--- src/rtl/seg_pkg.sv ---
package seg_pkg;
  typedef enum logic [1:0] {
    SEG_EXTRA = 2'b00,
    SEG_CODE  = 2'b01,
    SEG_STACK = 2'b10,
    SEG_DATA  = 2'b11
  } seg_id_e;

  localparam int NUM_SEG = 4;
endpackage

--- src/rtl/seg_bank.sv ---
module seg_bank
  import seg_pkg::*;
#(
  parameter int SEG_W = 16
) (
  input  logic                          clk,
  input  logic                          rst_n,
  input  logic [NUM_SEG-1:0]            ld_i,
  input  logic [NUM_SEG-1:0][SEG_W-1:0] wdata_i,
  output logic [NUM_SEG-1:0][SEG_W-1:0] seg_o
);
  for (genvar g = 0; g < NUM_SEG; g++) begin : g_seg
    localparam logic [SEG_W-1:0] RST_VAL =
      (g == int'(SEG_CODE)) ? {SEG_W{1'b1}} : {SEG_W{1'b0}};
    logic [SEG_W-1:0] q;
    always_ff @(posedge clk) begin
      if (!rst_n)       q <= RST_VAL;
      else if (ld_i[g]) q <= wdata_i[g];
    end
    assign seg_o[g] = q;
  end
endmodule

--- src/rtl/ip_ctrl.sv ---
module ip_ctrl #(
  parameter int IP_W  = 16,
  parameter int LEN_W = 3
) (
  input  logic             clk,
  input  logic             rst_n,
  input  logic             adv_i,
  input  logic [LEN_W-1:0] len_i,
  input  logic             near_i,
  input  logic [IP_W-1:0]  near_ip_i,
  input  logic             far_i,
  input  logic [IP_W-1:0]  far_ip_i,
  output logic [IP_W-1:0]  ip_o
);
  logic [IP_W-1:0] ip_q, ip_d;

  always_comb begin
    ip_d = ip_q;
    if (far_i)       ip_d = far_ip_i;
    else if (near_i) ip_d = near_ip_i;
    else if (adv_i)  ip_d = ip_q + IP_W'(len_i);
  end

  always_ff @(posedge clk) begin
    if (!rst_n) ip_q <= '0;
    else        ip_q <= ip_d;
  end

  assign ip_o = ip_q;
endmodule

--- src/rtl/paddr_form.sv ---
module paddr_form #(
  parameter int SEG_W = 16,
  parameter int OFF_W = 16,
  parameter int PA_W  = 20
) (
  input  logic [SEG_W-1:0] seg_i,
  input  logic [OFF_W-1:0] off_i,
  output logic [PA_W-1:0]  paddr_o
);
  localparam int SHIFT = PA_W - SEG_W;

  logic [PA_W-1:0] base;
  logic [PA_W-1:0] ext_off;

  assign base    = {seg_i, {SHIFT{1'b0}}};
  assign ext_off = PA_W'(off_i);
  assign paddr_o = base + ext_off;
endmodule

--- src/rtl/seg_addr_gen.sv ---
module seg_addr_gen
  import seg_pkg::*;
#(
  parameter int SEG_W = 16,
  parameter int OFF_W = 16,
  parameter int PA_W  = 20,
  parameter int LEN_W = 3
) (
  input  logic             clk,
  input  logic             rst_n,
  input  logic             es_ld,
  input  logic [SEG_W-1:0] es_wdata,
  input  logic             cs_ld,
  input  logic [SEG_W-1:0] cs_wdata,
  input  logic             ss_ld,
  input  logic [SEG_W-1:0] ss_wdata,
  input  logic             ds_ld,
  input  logic [SEG_W-1:0] ds_wdata,
  input  logic [1:0]       seg_sel,
  input  logic [OFF_W-1:0] data_off,
  output logic [PA_W-1:0]  data_paddr,
  input  logic             ip_adv,
  input  logic [LEN_W-1:0] ip_len,
  input  logic             near_ld,
  input  logic [OFF_W-1:0] near_ip,
  input  logic             far_ld,
  input  logic [SEG_W-1:0] far_cs,
  input  logic [OFF_W-1:0] far_ip,
  output logic [PA_W-1:0]  fetch_paddr,
  output logic [OFF_W-1:0] ip_out
);
  logic [NUM_SEG-1:0]            seg_ld;
  logic [NUM_SEG-1:0][SEG_W-1:0] seg_wd;
  logic [NUM_SEG-1:0][SEG_W-1:0] seg_q;
  logic [SEG_W-1:0]              data_seg;

  // A far transfer owns the code segment write port
  assign seg_ld[int'(SEG_EXTRA)] = es_ld;
  assign seg_ld[int'(SEG_CODE)]  = cs_ld | far_ld;
  assign seg_ld[int'(SEG_STACK)] = ss_ld;
  assign seg_ld[int'(SEG_DATA)]  = ds_ld;

  assign seg_wd[int'(SEG_EXTRA)] = es_wdata;
  assign seg_wd[int'(SEG_CODE)]  = far_ld ? far_cs : cs_wdata;
  assign seg_wd[int'(SEG_STACK)] = ss_wdata;
  assign seg_wd[int'(SEG_DATA)]  = ds_wdata;

  seg_bank #(.SEG_W(SEG_W)) bank_i (
    .clk     (clk),
    .rst_n   (rst_n),
    .ld_i    (seg_ld),
    .wdata_i (seg_wd),
    .seg_o   (seg_q)
  );

  ip_ctrl #(.IP_W(OFF_W), .LEN_W(LEN_W)) ipc_i (
    .clk       (clk),
    .rst_n     (rst_n),
    .adv_i     (ip_adv),
    .len_i     (ip_len),
    .near_i    (near_ld),
    .near_ip_i (near_ip),
    .far_i     (far_ld),
    .far_ip_i  (far_ip),
    .ip_o      (ip_out)
  );

  assign data_seg = seg_q[seg_sel];

  paddr_form #(.SEG_W(SEG_W), .OFF_W(OFF_W), .PA_W(PA_W)) fetch_form_i (
    .seg_i   (seg_q[int'(SEG_CODE)]),
    .off_i   (ip_out),
    .paddr_o (fetch_paddr)
  );

  paddr_form #(.SEG_W(SEG_W), .OFF_W(OFF_W), .PA_W(PA_W)) data_form_i (
    .seg_i   (data_seg),
    .off_i   (data_off),
    .paddr_o (data_paddr)
  );
endmodule

--- config.mk ---
export PLATFORM = sky130hd
export DESIGN_NAME = seg_addr_gen
export DESIGN_NICKNAME = d
export VERILOG_FILES = /design/src/rtl/seg_pkg.sv /design/src/rtl/seg_bank.sv /design/src/rtl/ip_ctrl.sv /design/src/rtl/paddr_form.sv /design/src/rtl/seg_addr_gen.sv
export SDC_FILE = /design/constraint.sdc
export NUM_CORES = 1
export LEC_CHECK = 0
export ABC_AREA = 1
export BUFFER_PORTS_ARGS = -buffer_cell sky130_fd_sc_hd__buf_2
export CAP_MARGIN = 15
export CORE_ASPECT_RATIO = 0.9
export CORE_MARGIN = 5
export CORE_UTILIZATION = 55
export CTS_CLUSTER_SIZE = 40
export DETAILED_ROUTE_END_ITERATION = 8
export PLACE_DENSITY = 0.91
export RECOVER_POWER = 100
export SKIP_CTS_REPAIR_TIMING = 1
export SLEW_MARGIN = 25
export SYNTH_ARGS = -nofsm -noshare
export SYNTH_HDL_FRONTEND = slang
export SYNTH_SLANG_ARGS = --single-unit
--- constraint.sdc ---
create_clock -name clk -period 4.3 [get_ports clk]
set_clock_uncertainty 0.2 [all_clocks]
set_input_delay 0.215 -clock clk [delete_from_list [all_inputs] [get_ports clk]]
set_output_delay 0.215 -clock clk [all_outputs]
set_load 0.01 [all_outputs]
==> impl_metrics.py, run 1 <==
metrics = {
    "clocking": {
        "clock_sinks": 80,
        "htree_levels": 3,
        "cts_tree": "built",
        "cts_made_buffers": 9,
        "cts-root-buf": "clkbuf_8",
        "clk_path_buf_depth": 2,
        "cts.reportedPaths.clkPinSlew_ns": 0.09,
        "clk_latency_ns": 0.36,
    },
    "place": {
        "place_area_um2": 6305,
        "place_hpwl_um": 13730,
        "gp_congestion": 0.9293,
        "port_buffers": 189,
    },
    "die": {
        "design.portCount": 198,
        "rows": 34,
        "core_area_um2": 9699,
        "die_x_um": 115.0,
        "die-area_um2": 12010,
        "die_y_um": 104.5,
        "start_util": 0.5624,
    },
    "drt": {
        "wl_per_cell_um": 17.04,
        "dr.first_iter.drc_count": 998,
        "totalWireLength_um": 20500,
        "drt_pre_antenna_iters": 8,
        "vias_per_cell": 5.767,
        "vias": 6938,
        "ant_nets": 0,
        "drc": 0,
    },
    "grt": {
        "top_usage_layer": "met1",
        "track_usage": 0.2812,
        "met2_usage": 0.4116,
        "use_met3": 0.05468,
        "grt_pass1_vias": 5537,
        "grt_max_degree": 63,
        "grt_use_met1": 0.4136,
        "grt_pass1_wl_um": 27370,
        "antenna_found_initial": 0,
        "grt-ovfl-total": 0,
    },
    "timing": {
        "max_slew.worst_pin.slew_ns": 0.8204,
        "whs_ns": -0.03756,
        "fin_setup_tns_ns": 0,
        "post-route-min-period_ns": 3.534,
        "max_freq_ghz": 0.2830,
        "finalCritPeriodShare": 0.8218,
        "drv_slew": 0,
        "final_hold_viol_count": 6,
        "grt_setup_unrepaired": "false",
        "setup_violations": 0,
        "slew_headroom": 0.4524,
    },
    "setup_path": {
        "cp_data_arrival_time_ns": 3.12,
        "critPathSlowestCell": "inv_1",
        "cp.required_ns": 3.88,
        "worstSetupStartpointType": "primary input",
        "reg2reg_slack_ns": 2.06,
        "end_kind": "output pin",
        "reg2reg_to": "ipc_i.ip_o[10]$_SDFFE_PN0P_",
        "criticalPathCategory": "primary input to output pin",
        "critPathMaxFanout": 34,
        "path_cells": "buf_2 > inv_1 > o21ai_0 > o22ai_1 > ha_1 > nand2_1 > o21ai_0 > nand3_1 > nand3_1 > nand2_1 > nand2_1 > nand3b_1 > nand2_1 > clkbuf_1",
        "crit_top_cell": "nand2_1",
        "slowest_delay_ns": 0.49,
        "reg2reg_depth": 10,
        "timing.rr.start": "ipc_i.ip_o[0]$_SDFFE_PN0P_",
    },
    "logic_synthesis": {
        "synth.area.top_cells": "dfxtp_1 (29%), nor2_1 (13%), nand2_1 (10%)",
        "syn_area_um2": 5455,
        "synth_top_flop_cell": "dfxtp_1",
        "ys_ff_latch": 80,
        "synth_area_leader_cell": "dfxtp_1",
        "synth.distinct_cells": 39,
        "ys_warn_count": 0,
        "ys_seq_area_frac": 0.2936,
        "postSynthAreaPerCell_um2": 6.518,
        "async_reset_ff_frac": 0,
        "synth_edf_count": 0,
        "syn_inst": 837,
        "syn_nets": 1009,
        "synth_top_cell_area_share": 0.2936,
    },
    "status": {
        "status": "finished, violations left",
        "violations": "hold timing",
    },
    "cells_and_area": {
        "fin_nets": 1243,
        "postLayoutCellArea_um2": 7159,
        "multi_input_area_um2": 3397,
        "fillCellCount": 791,
        "final-seq-area_um2": 1602,
        "drive_gt1_frac": 0.1571,
        "final_util": 0.7381,
        "area_growth_pct": 31.24,
        "most-common-layout-cells": "nor2_1 (189), nand2_1 (153), buf_2 (140)",
        "final_common_cell": "nor2_1",
    },
    "power_and_ir_drop": {
        "total_power_mw": 2.190,
        "powerDensity_nw_per_um2": 305.8,
        "ir_worst_vdd_uv": 164.9,
        "leakagePower_nw": 3.360,
    },
    "hold_path": {
        "min_from": "far_cs[12]",
        "min_path_type": "primary input to flop",
        "hold_path_end": "bank_i.g_seg[1].q[12]$_SDFFE_PN1P_",
        "whs_path_depth": 3,
    },
    "flow_run": {
        "cap_violations": 0,
    },
}
through the flow:
step / setup slack [ns] / hold WS [ns] / std cells
floorplan: 1.807 / 0.1367 / 837
global placement: 1.123 / 0.2301 / 1111
detailed placement: 1.009 / 0.2301 / 1111
CTS: 1.014 / -0.1265 / 1127
global route: 0.4591 / -0.003117 / 1202
finish: 0.7661 / -0.03756 / 1203
cells in the mapped netlist, types with 3 or more instances:
cell      number
a21o_1         4
a21oi_1       65
a22oi_1        7
buf_2          7
buf_4          9
clkbuf_1      20
clkbuf_8       5
dfxtp_1       80
fa_1           3
ha_1          27
inv_1         41
nand2_1      152
nand3_1       42
nand4_1        8
nor2_1       190
nor2_2         4
nor3_1         5
o211ai_1      10
o21ai_0       92
o21ai_1        3
o22ai_1       14
xnor2_1        6
xor2_1        19
cells by family (layout without fill, tap and decap cells):
group | Yosys count | count (layout) | share of synthesized area
DFF | 80 | 80 | 0.2936
other | 0 | 1 | 0
xor gates and xnor gates | 25 | 25 | 0.04014
AOI/OAI and AO/OA | 207 | 207 | 0.2105
adders and majority gates | 30 | 30 | 0.07294
buffers and inverters | 87 | 326 | 0.07959
and+or+nand+nor | 408 | 408 | 0.3032
power breakdown:
part / switching, mW / total, mW / internal (mW)
combinational: 0.468 / 0.788 / 0.320
sequential: 0.0686 / 0.864 / 0.796
clock: 0.303 / 0.537 / 0.234
total: 0.840 / 2.19 / 1.35
routing by layer:
layer,part of all wire,vias up
met4,0.058,0
met2,0.44,514
met1,0.39,3061
li1,-,3250
met3,0.12,113
met5,0,-
final cells by class:
cell class	instances	share of cell area
multi-input combinational	670	0.4745
timing repair buffer	266	0.2305
sequential	80	0.2237
inverter	44	0.02307
tap	126	0.02202
clock buffer	10	0.01922
clock inverter	6	0.006641
antenna	1	0.0003495
worst max path at each step:
stage / startpoint / cells after the start / endpoint / slack [ns]
final: seg_sel[0] / 14 / data_paddr[19] / 0.77
after global routing: seg_sel[0] / 14 / data_paddr[19] / 0.46
after CTS: seg_sel[0] / 11 / data_paddr[12] / 1.01
after floorplan: seg_sel[0] / 13 / data_paddr[17] / 1.81
after global placement: seg_sel[0] / 11 / data_paddr[12] / 1.12
after detailed placement: seg_sel[0] / 11 / data_paddr[12] / 1.01
flip-flops by register name, summed over array words and instances (netlist names):
name	flops
bank_i.g_seg.q	64
ipc_i.ip_o	16
worst max-delay path, delay by kind of cell:
kind                       cells  cell delay [ns]
AOI/OAI and AO/OA              3             0.79
adders and majority gates      1             0.38
buffers and inverters          3             1.01
and+or+nand+nor                7             0.72
Power figures use the tool's default switching activity.
==> inputs of run 2 (changes only) <==
--- a/config.mk
+++ b/config.mk
@@ -10,10 +10,10 @@
 export CAP_MARGIN = 15
 export CORE_ASPECT_RATIO = 0.9
 export CORE_MARGIN = 5
-export CORE_UTILIZATION = 55
+export CORE_UTILIZATION = 51
 export CTS_CLUSTER_SIZE = 40
 export DETAILED_ROUTE_END_ITERATION = 8
-export PLACE_DENSITY = 0.91
+export PLACE_DENSITY = 0.86
 export RECOVER_POWER = 100
 export SKIP_CTS_REPAIR_TIMING = 1
 export SLEW_MARGIN = 25
==> constraint.sdc (replaced) <==
create_clock -name clk -period 3.7 [get_ports clk]
set_clock_uncertainty 0.2 [all_clocks]
set_input_delay 0.185 -clock clk [delete_from_list [all_inputs] [get_ports clk]]
set_output_delay 0.185 -clock clk [all_outputs]
set_load 0.01 [all_outputs]
==> run 2 against run 1 <==
The run ends with hold timing, capacitance limit, slew limit left. Largest power group unchanged. Register-to-register slack worse by 0.42 ns. Setup slack worse by 0.39 ns. Cell count up 0.58%. Highest routed layer is now met5. Critical path type unchanged. Total power up 27%. Largest cell class unchanged. Clock-buffer cell count down 1.
==> impl_metrics.py, run 2 (synthesis results as in run 1) <==
metrics = {
    "status": {
        "status": "finished, violations left",
        "violations": "hold timing, capacitance limit, slew limit",
    },
    "cells_and_area": {
        "fin_nets": 1247,
        "drive_gt1_frac": 0.1593,
        "final_common_cell": "nor2_1",
        "top_register": "bank_i.g_seg.q",
        "fillCellCount": 875,
        "most-common-layout-cells": "nor2_1 (189), nand2_1 (152), buf_2 (140)",
        "area_growth_pct": 33.83,
        "largest_reg_flops": 64,
        "finalNonFillerCells": 1210,
    },
    "drt": {
        "vias_per_cell": 5.620,
        "ant_nets": 0,
        "totalWireLength_um": 20530,
        "wl_per_cell_um": 16.97,
        "drc": 0,
        "drt_pre_antenna_iters": 6,
        "vias": 6800,
        "dr.first_iter.drc_count": 926,
    },
    "die": {
        "die_x_um": 119.0,
        "die_y_um": 108.1,
        "design.portCount": 198,
        "start_util": 0.5278,
        "die-area_um2": 12870,
        "core_area_um2": 10330,
        "rows": 35,
    },
    "setup_path": {
        "reg2reg_depth": 11,
        "cp_data_arrival_time_ns": 2.94,
        "worstSetupStartpointType": "primary input",
        "critPathMaxFanout": 31,
        "criticalPathCategory": "primary input to output pin",
        "end_kind": "output pin",
        "cp.required_ns": 3.31,
    },
    "flow_run": {
        "cap_violations": 2,
    },
    "hold_path": {
        "whs_path_depth": 3,
        "min_path_type": "primary input to flop",
    },
    "place": {
        "place_hpwl_um": 13990,
        "port_buffers": 189,
        "dp.cells": 1116,
        "gp_congestion": 0.9406,
    },
    "timing": {
        "drv_slew": 95,
        "final_hold_viol_count": 5,
        "fin_setup_tns_ns": 0,
        "whs_ns": -0.03757,
        "max_slew.worst_pin.slew_ns": 2.280,
        "grt_setup_unrepaired": "false",
        "finalCritPeriodShare": 0.8976,
        "slew_headroom": -0.5202,
        "max_freq_ghz": 0.3011,
        "post-route-min-period_ns": 3.321,
        "setup_violations": 0,
    },
    "grt": {
        "track_usage": 0.2705,
        "grt_pass1_vias": 5642,
        "grt_pass1_wl_um": 28030,
        "grt-ovfl-total": 0,
        "antenna_found_initial": 3,
        "grt_max_degree": 62,
    },
    "clocking": {
        "htree_levels": 3,
        "cts.reportedPaths.clkPinSlew_ns": 0.06,
        "cts-root-buf": "clkbuf_16",
        "cts_made_buffers": 9,
        "clk_latency_ns": 0.35,
        "clk_path_buf_depth": 2,
        "cts_tree": "built",
        "clock_sinks": 80,
    },
    "power_and_ir_drop": {
        "powerDensity_nw_per_um2": 379.9,
        "ir_worst_vdd_uv": 218.2,
        "leakagePower_nw": 3.411,
    },
}
-- run 2: cell count changes in the layout (fill, tap and decap cells not counted), sizes merged --
cell	delta
buf	-1
clkbuf	+2
clkinv	+2
dlygate4sd3	+2
inv	-1
-- run 2: layout make-up --
class,count,area (µm²),area share
multi-input combinational,670,3418,0.4682
timing repair buffer,270,1674,0.2293
sequential,80,1602,0.2194
clock buffer,9,225.2,0.03085
inverter,44,165.2,0.02262
tap,129,161.4,0.02211
clock inverter,7,52.55,0.007198
antenna,1,2.502,0.0003428
-- run 2: final timing paths --
check                                          from                                 end  slack (ns)
setup / recovery                         seg_sel[0]                      data_paddr[16]        0.38
hold reg to reg   bank_i.g_seg[2].q[8]$_SDFFE_PN0P_   bank_i.g_seg[2].q[8]$_SDFFE_PN0P_        0.30
hold / removal                           far_cs[13]  bank_i.g_seg[1].q[13]$_SDFFE_PN1P_       -0.04
setup reg to reg         ipc_i.ip_o[0]$_SDFFE_PN0P_         ipc_i.ip_o[14]$_SDFFE_PN0P_        1.64
-- run 2: routing by layer --
metal  GRT usage  up-vias  part of all wire
met5           0        -            0.0010
met4     0.07610        4             0.039
met3     0.07741       68              0.10
met2      0.4147      436              0.45
met1      0.3722     3030              0.41
li1            -     3262                 -
-- run 2: power by group --
part | switching [mW] | internal (mW)
registers | 0.0744 | 0.926
clock network | 0.388 | 0.462
logic | 0.546 | 0.378
-- run 2: worst max-delay path, stage by stage --
cell      delay, ns
buf_2          0.38
inv_1          0.47
o21ai_0        0.29
o22ai_1        0.11
ha_1           0.40
nand2_1        0.09
o21ai_0        0.29
nand2_1        0.09
nand3_1        0.13
nand2_1        0.07
nand2_1        0.11
xor2_1         0.15
clkbuf_1       0.16
-- run 2: metrics by stage --
step	util	area, µm²	worst slack [ns]	power, mW
6_report	0.7064	7301	0.3790	2.774
5_1_grt	0.7064	7301	0.07392	2.925
4_1_cts	0.6387	6601	0.4857	2.705
3_3_place_gp	0.6119	6324	0.5524	1.860
2_1_floorplan	-	5455	1.267	1.557
3_5_place_dp	0.6119	6324	0.4888	1.868
